### src/rtl/xfer_pkg.sv
package xfer_pkg;
  localparam logic [1:0] SEL_CTRL   = 2'd0;
  localparam logic [1:0] SEL_COUNT  = 2'd1;
  localparam logic [1:0] SEL_TARGET = 2'd2;
  localparam int B_EN       = 0;
  localparam int B_START    = 1;
  localparam int B_DIR      = 2;
  localparam int PAD_LSB    = 3;
  localparam int TGT_DEV_LSB = 8;
  localparam int N_IRQ      = 3;
  typedef enum logic [1:0] {ST_IDLE = 2'd0, ST_RUN = 2'd1, ST_DRAIN = 2'd2} xfer_state_t;
endpackage

### src/rtl/xfer_rst_sync.sv
module xfer_rst_sync #(
  parameter int STAGES = 2
) (
  input  logic clk,
  input  logic rst_n,
  output logic rst_sync_n
);
  logic [STAGES-1:0] pipe_q;

  always_ff @(posedge clk or negedge rst_n) begin
    if (!rst_n) pipe_q <= '0;
    else        pipe_q <= {pipe_q[STAGES-2:0], 1'b1};
  end

  assign rst_sync_n = pipe_q[STAGES-1];
endmodule

### src/rtl/xfer_regs.sv
module xfer_regs
  import xfer_pkg::*;
#(
  parameter int LEN_W  = 16,
  parameter int ADDR_W = 6,
  parameter int DEV_W  = 2,
  parameter int PAD_W  = 2,
  parameter int DATA_W = 32
) (
  input  logic              clk,
  input  logic              rst_n,
  input  logic              wr_en,
  input  logic [1:0]        wr_sel,
  input  logic [DATA_W-1:0] wr_data,
  input  logic              busy,
  output logic              start_go,
  output logic [PAD_W-1:0]  pad_ld,
  output logic              en_q,
  output logic              dir_q,
  output logic [N_IRQ-1:0]  ie_q,
  output logic [LEN_W-1:0]  cnt_q,
  output logic [ADDR_W-1:0] addr_q,
  output logic [DEV_W-1:0]  dev_q,
  output logic              err_q
);
  localparam int IE_LSB  = PAD_LSB + PAD_W;
  localparam int CLR_BIT = IE_LSB + N_IRQ;

  logic              ctrl_wr, cnt_wr, tgt_wr, setup_hit, reg_upd;
  logic              en_d, dir_d, err_d;
  logic [N_IRQ-1:0]  ie_d;
  logic [LEN_W-1:0]  cnt_d;
  logic [ADDR_W-1:0] addr_d;
  logic [DEV_W-1:0]  dev_d;

  assign ctrl_wr   = wr_en && (wr_sel == SEL_CTRL);
  assign cnt_wr    = wr_en && (wr_sel == SEL_COUNT);
  assign tgt_wr    = wr_en && (wr_sel == SEL_TARGET);
  assign setup_hit = (cnt_wr || tgt_wr) && busy;
  assign start_go  = ctrl_wr && wr_data[B_START] && wr_data[B_EN] && !busy;
  assign pad_ld    = wr_data[PAD_LSB +: PAD_W];
  assign reg_upd   = ctrl_wr || cnt_wr || tgt_wr;

  always_comb begin
    en_d   = en_q;
    dir_d  = dir_q;
    ie_d   = ie_q;
    cnt_d  = cnt_q;
    addr_d = addr_q;
    dev_d  = dev_q;
    err_d  = err_q;
    if (ctrl_wr) begin
      en_d = wr_data[B_EN];
      ie_d = wr_data[IE_LSB +: N_IRQ];
      if (!busy) dir_d = wr_data[B_DIR];
      if (wr_data[CLR_BIT]) err_d = 1'b0;
    end
    if (setup_hit) begin
      err_d = 1'b1;
    end else begin
      if (cnt_wr) cnt_d = wr_data[LEN_W-1:0];
      if (tgt_wr) begin
        addr_d = wr_data[ADDR_W-1:0];
        dev_d  = wr_data[TGT_DEV_LSB +: DEV_W];
      end
    end
  end

  always_ff @(posedge clk or negedge rst_n) begin
    if (!rst_n) begin
      en_q   <= 1'b0;
      dir_q  <= 1'b0;
      ie_q   <= '0;
      cnt_q  <= '0;
      addr_q <= '0;
      dev_q  <= '0;
      err_q  <= 1'b0;
    end else if (reg_upd) begin
      en_q   <= en_d;
      dir_q  <= dir_d;
      ie_q   <= ie_d;
      cnt_q  <= cnt_d;
      addr_q <= addr_d;
      dev_q  <= dev_d;
      err_q  <= err_d;
    end
  end
endmodule

### src/rtl/xfer_seq.sv
module xfer_seq
  import xfer_pkg::*;
#(
  parameter int LEN_W = 16,
  parameter int PAD_W = 2
) (
  input  logic             clk,
  input  logic             rst_n,
  input  logic             start_go,
  input  logic [LEN_W-1:0] cnt,
  input  logic [PAD_W-1:0] pad_ld,
  input  logic             dir,
  input  logic             en,
  input  logic             acc_ack,
  input  logic             rx_empty,
  input  logic             tx_empty,
  output logic             acc_req,
  output logic             busy,
  output logic             done,
  output logic             rx_push,
  output logic             rx_drop,
  output logic             tx_skip
);
  xfer_state_t      st_q, st_d;
  logic [LEN_W-1:0] left_q, left_d;
  logic [PAD_W-1:0] padl_q, padl_d;
  logic             req_q, req_d, done_q, done_d;
  logic             run, rd, ack, pad_pend, skip, issue, finish, seq_upd;

  assign run      = (st_q == ST_RUN);
  assign rd       = !dir;
  assign ack      = run && req_q && acc_ack;
  assign pad_pend = (padl_q != '0);
  assign skip     = run && dir && pad_pend && en && !tx_empty;
  assign issue    = run && !req_q && (left_q != '0) && en && (rd || !pad_pend);
  assign finish   = run && !req_q && (left_q == '0) && (rd || !pad_pend);
  assign seq_upd  = start_go || (st_q != ST_IDLE);

  always_comb begin
    st_d   = st_q;
    left_d = left_q;
    padl_d = padl_q;
    req_d  = req_q;
    done_d = done_q;
    if (start_go) begin
      st_d   = ST_RUN;
      left_d = cnt;
      padl_d = pad_ld;
      req_d  = 1'b0;
      done_d = 1'b0;
    end else begin
      unique case (st_q)
        ST_RUN: begin
          if (ack) begin
            left_d = left_q - 1'b1;
            req_d  = 1'b0;
            if (rd && pad_pend) padl_d = padl_q - 1'b1;
          end
          if (skip)  padl_d = padl_q - 1'b1;
          if (issue) req_d = 1'b1;
          if (finish) begin
            st_d   = dir ? ST_IDLE : ST_DRAIN;
            done_d = dir;
          end
        end
        ST_DRAIN: begin
          if (rx_empty) begin
            st_d   = ST_IDLE;
            done_d = 1'b1;
          end
        end
        default: ;
      endcase
    end
  end

  always_ff @(posedge clk or negedge rst_n) begin
    if (!rst_n) begin
      st_q   <= ST_IDLE;
      left_q <= '0;
      padl_q <= '0;
      req_q  <= 1'b0;
      done_q <= 1'b0;
    end else if (seq_upd) begin
      st_q   <= st_d;
      left_q <= left_d;
      padl_q <= padl_d;
      req_q  <= req_d;
      done_q <= done_d;
    end
  end

  assign acc_req = req_q;
  assign busy    = (st_q != ST_IDLE);
  assign done    = done_q;
  assign rx_push = ack && rd && !pad_pend;
  assign rx_drop = ack && rd && pad_pend;
  assign tx_skip = skip;
endmodule

### src/rtl/xfer_irq.sv
module xfer_irq #(
  parameter int N = 3
) (
  input  logic [N-1:0] ie,
  input  logic [N-1:0] cond,
  output logic         irq
);
  logic [N-1:0] hit;

  for (genvar g = 0; g < N; g++) begin : g_src
    assign hit[g] = ie[g] & cond[g];
  end

  assign irq = |hit;
endmodule

### src/rtl/xfer_ctrl.sv
module xfer_ctrl
  import xfer_pkg::*;
#(
  parameter int LEN_W  = 16,
  parameter int ADDR_W = 6,
  parameter int DEV_W  = 2,
  parameter int PAD_W  = 2,
  parameter int DATA_W = 32
) (
  input  logic              clk,
  input  logic              rst_n,
  input  logic              wr_en,
  input  logic [1:0]        wr_sel,
  input  logic [DATA_W-1:0] wr_data,
  output logic              acc_req,
  output logic              acc_dir,
  output logic [DEV_W-1:0]  acc_dev,
  output logic [ADDR_W-1:0] acc_addr,
  input  logic              acc_ack,
  output logic              rx_push,
  output logic              rx_drop,
  input  logic              rx_empty,
  input  logic              rx_need,
  output logic              tx_skip,
  input  logic              tx_empty,
  input  logic              tx_need,
  output logic              xfer_active,
  output logic              xfer_done,
  output logic              setup_err,
  output logic              irq
);
  logic             rst_sync_n;
  logic             start_go, en_q, dir_q;
  logic [PAD_W-1:0] pad_ld;
  logic [N_IRQ-1:0] ie_q;
  logic [LEN_W-1:0] cnt_q;

  xfer_rst_sync #(.STAGES(2)) i_rst (
    .clk(clk), .rst_n(rst_n), .rst_sync_n(rst_sync_n)
  );

  xfer_regs #(
    .LEN_W(LEN_W), .ADDR_W(ADDR_W), .DEV_W(DEV_W), .PAD_W(PAD_W), .DATA_W(DATA_W)
  ) i_regs (
    .clk(clk), .rst_n(rst_sync_n), .wr_en(wr_en), .wr_sel(wr_sel), .wr_data(wr_data),
    .busy(xfer_active), .start_go(start_go), .pad_ld(pad_ld), .en_q(en_q),
    .dir_q(dir_q), .ie_q(ie_q), .cnt_q(cnt_q), .addr_q(acc_addr), .dev_q(acc_dev),
    .err_q(setup_err)
  );

  xfer_seq #(.LEN_W(LEN_W), .PAD_W(PAD_W)) i_seq (
    .clk(clk), .rst_n(rst_sync_n), .start_go(start_go), .cnt(cnt_q), .pad_ld(pad_ld),
    .dir(dir_q), .en(en_q), .acc_ack(acc_ack), .rx_empty(rx_empty), .tx_empty(tx_empty),
    .acc_req(acc_req), .busy(xfer_active), .done(xfer_done), .rx_push(rx_push),
    .rx_drop(rx_drop), .tx_skip(tx_skip)
  );

  xfer_irq #(.N(N_IRQ)) i_irq (
    .ie(ie_q), .cond({xfer_done, tx_need, rx_need}), .irq(irq)
  );

  assign acc_dir = dir_q;
endmodule

### config.mk
export PLATFORM = sky130hd
export DESIGN_NAME = xfer_ctrl
export DESIGN_NICKNAME = d
export VERILOG_FILES = /design/src/rtl/xfer_pkg.sv /design/src/rtl/xfer_rst_sync.sv /design/src/rtl/xfer_regs.sv /design/src/rtl/xfer_seq.sv /design/src/rtl/xfer_irq.sv /design/src/rtl/xfer_ctrl.sv
export SDC_FILE = /design/constraint.sdc
export NUM_CORES = 1
export LEC_CHECK = 0
export CAP_MARGIN = 5
export CORE_UTILIZATION = 56
export DETAILED_ROUTE_END_ITERATION = 16
export DONT_BUFFER_PORTS = 1
export GPL_TIMING_DRIVEN = 0
export PLACE_DENSITY = 0.8
export SYNTH_ARGS = -nofsm -noshare
export SYNTH_HDL_FRONTEND = slang
export SYNTH_HIERARCHICAL = 1
export SYNTH_SLANG_ARGS = --single-unit
### constraint.sdc
create_clock -name clk -period 1.8 [get_ports clk]
set_clock_uncertainty 0.2 [all_clocks]
set_input_delay 0.36 -clock clk [delete_from_list [all_inputs] [get_ports clk]]
set_output_delay 0.36 -clock clk [all_outputs]
set_load 0.05 [all_outputs]
==> results.cfg <==
[cells_and_area]
final_core_util_pct = 88.3
syn_to_final_growth_pct = 50.4
drive_gt1_share_pct = 56.2
antenna_cells = 0
stdcell_area_mm2 = 0.00387
final_common_cell = dfrtp_1
nets = 336
final_cell_mix = 48 x dfrtp_1, 29 x buf_4, 26 x mux2_4

[worst_setup_path]
path_max_fanout = 7
cp-start-kind = flip-flop
r2r_cells = 5
endpoint_kind = flip-flop
worstPathArrival_ps = 2390
critPathRequiredTime_ps = 1840
reg2reg_to = i_seq/left_q[15]
setup.worst_path.class = flip-flop to flip-flop
r2r_slack_ps = -540
setup.worst_path.end = i_seq/left_q[15]
crit_path_start = i_seq/left_q[4]
rr_startpoint = i_seq/left_q[4]

[timing]
slew_viol_final = 0
rsz0062_at_grt = yes
relSlewSlack_pct = 23.0
min_period_ps = 2340
fmaxAchievable_ghz = 0.427
final-hold-violation-count = 0
finalSetupViolations = 51
finalCritPeriodShare_pct = 130
worst_slew_pin_slew_ps = 1150
setup_ws_ps = -543

[clock_tree]
clock_path_buffers = 2
cts.sinks = 54
insertion_delay_ps = 330
cts_buffers = 5
cts_tree = done
htree_levels = 2
path_clk_slew_ps = 110
cts_root_buf = clkbuf_8

[pwr]
powerDensity_mw_per_mm2 = 1430
ir_drop_v = 0.00110
p_leak_nw = 1.71
switching_share_pct = 46.0
p_switching_mw = 2.54
clkPwrFrac_pct = 14.0
power_frac_seq_pct = 49.2
power.internal_mw = 2.98
combPwrFrac_pct = 36.8

[routing]
drc = 0
dr.pass1.iters = 5
num_vias = 2514
ant_nets = 0
wire_per_inst_um = 31.5
via_per_inst = 7.31
wirelength_um = 10800
initialDrtViolationCount = 481

[global_route]
gr-total-overflow = 0
grt_pass1_wl_um = 14500
grt_use_total_pct = 40.9
grt_pass1_vias = 2550
antenna_found_initial = 0
grt_max_degree = 53

[die]
die_h_um = 69.8
ios = 59
die_w_um = 69.8
core_area_mm2 = 0.00438
die_area_mm2 = 0.00487
initial_core_util_pct = 58.7
rows = 24

[yosys]
yosysWarnings = 6
syn_inst = 220
ys_ff_latch = 54
syn_area_mm2 = 0.00257
ys_types = 47
syn-num-nets = 265
yosysSeqAreaShare_pct = 52.5
syn_avg_cell_area_um2 = 11.7

[place]
hpwl_um = 3860
portBuffers = 0
place_area_mm2 = 0.00275
place_congestion = 0.805

[outcome]
run_status = finished with violations
violations = negative setup slack

[run]
maxCapViolations = 0

[hold_path]
min_path_type = input pin to flip-flop
-- final cells by class --
class	count	area, um2
plain buffers	8	131
clock buffers	5	68.8
clock inverters	3	27.5
multi-input cells	152	1550
well taps	52	65.1
fillers	146	514
inverters	6	30.0
repair buffers	64	639
flip-flops and latches	54	1360
-- registers in the layout, summed over array words and instances, names as in the netlist --
name	flops
i_regs/cnt_q	16
i_seq/left_q	16
i_regs/addr_q	6
i_regs/ie_q	3
i_regs/dev_q	2
i_rst/pipe_q	2
i_seq/padl_q	2
i_seq/st_q	2
i_regs/dir_q	1
i_regs/en_q	1
i_regs/err_q	1
i_seq/acc_req	1
i_seq/done	1
-- layer usage --
metal | part of all wire, % | global-route usage [%] | wire, um
met1 | 34 | 48.4 | 3690
met2 | 45 | 66.9 | 4910
met3 | 13 | 12.5 | 1390
met4 | 7.7 | 21.6 | 832
met5 | 0 | 0 | 0
-- per-stage QoR --
stage	setup slack (ps)	TNS, ps	std cells	hold slack, ps	total power, mW
finish	-543	-22490	344	44.1	5.52
global route	-580	-23320	344	29.5	5.63
CTS	-455	-16850	337	13.6	4.74
detailed placement	-675	-23660	272	-136	3.68
global placement	-610	-22820	272	-136	3.59
floorplan	-316	-12230	220	-136	3.38
-- kinds of logic (layout without fill, tap and decap cells) --
kind of cell	count (synthesis)	in the layout	synth area share, %
multiplexers	32	32	14.0
adder cells (fa/ha/maj)	3	3	1.46
XOR/XNOR	9	9	3.06
buffers and inverters	14	86	3.40
flip-flops	54	54	52.5
AO/OA/AOI/OAI	33	33	7.93
other	1	1	0.146
AND/OR/NAND/NOR	74	74	17.5
-- power groups by stage --
stage	clock [mW]	sequential [mW]	combinational, mW
2_1_floorplan	0	2.38	1.00
3_3_place_gp	0	2.49	1.11
3_5_place_dp	0	2.52	1.17
4_1_cts	0.729	2.48	1.53
5_1_grt	0.822	2.73	2.07
6_report	0.772	2.72	2.03
-- worst min path at each step --
stage,cells after the start,slack [ps],start,endpoint
2_1_floorplan,0,-140,rst_n,i_rst/pipe_q[0]
3_3_place_gp,0,-140,rst_n,i_rst/pipe_q[0]
3_5_place_dp,0,-140,rst_n,i_rst/pipe_q[0]
4_1_cts,3,10,acc_ack,i_seq/acc_req
5_1_grt,3,30,acc_ack,i_seq/acc_req
6_report,3,40,wr_data[3],i_seq/padl_q[0]
-- synth_stat cells (all sizes together) --
| master | count | area, um2 |
|---|---|---|
| a31oi | 7 | 43.8 |
| xnor2 | 3 | 26.3 |
| ha | 3 | 37.5 |
| and3 | 1 | 6.26 |
| a222oi | 1 | 10.0 |
| nor3b | 5 | 60.1 |
| nor4 | 1 | 6.26 |
| or3b | 1 | 8.76 |
| o32ai | 1 | 8.76 |
| nand4b | 2 | 17.5 |
| a22oi | 2 | 15.0 |
| a21o | 1 | 7.51 |
| or3 | 4 | 28.8 |
| and4b | 1 | 10.0 |
| conb | 1 | 3.75 |
| nor2 | 13 | 48.8 |
| dfrtp | 54 | 1350 |
| or4 | 5 | 43.8 |
| mux2 | 31 | 349 |
| xor2 | 6 | 52.6 |
| and2 | 1 | 6.26 |
| nor3 | 5 | 30.0 |
| a21oi | 3 | 15.0 |
| a211oi | 1 | 7.51 |
| or2 | 3 | 21.3 |
| o21ai | 13 | 65.1 |
| nand2b | 1 | 13.8 |
| mux2i | 1 | 10.0 |
| dlymetal6s2s | 1 | 12.5 |
| inv | 6 | 22.5 |
| nor4bb | 1 | 10.0 |
| nand3 | 3 | 15.0 |
| o311ai | 1 | 8.76 |
| nand4 | 4 | 25.0 |
| nor2b | 5 | 31.3 |
| nand2 | 18 | 67.6 |
| o31ai | 3 | 22.5 |
| clkbuf | 3 | 11.3 |
| buf | 4 | 41.3 |
-- critical path: stages (launching register included) --
cell	delay, ps
dfrtp_1	470
nor3_4	450
nand4_1	250
buf_4	220
or4_4	480
a31oi_1	190
-- repair_timing --
action,4_1_cts,5_1_grt
hold buffers,19,0
gates resized for setup,67,72
hold endpoints to repair,32,0
pin swaps,17,20
endpoints found under the setup margin,50,52
buffers inserted,34,11
cloned,4,0
(Power assumes the default switching activity.)
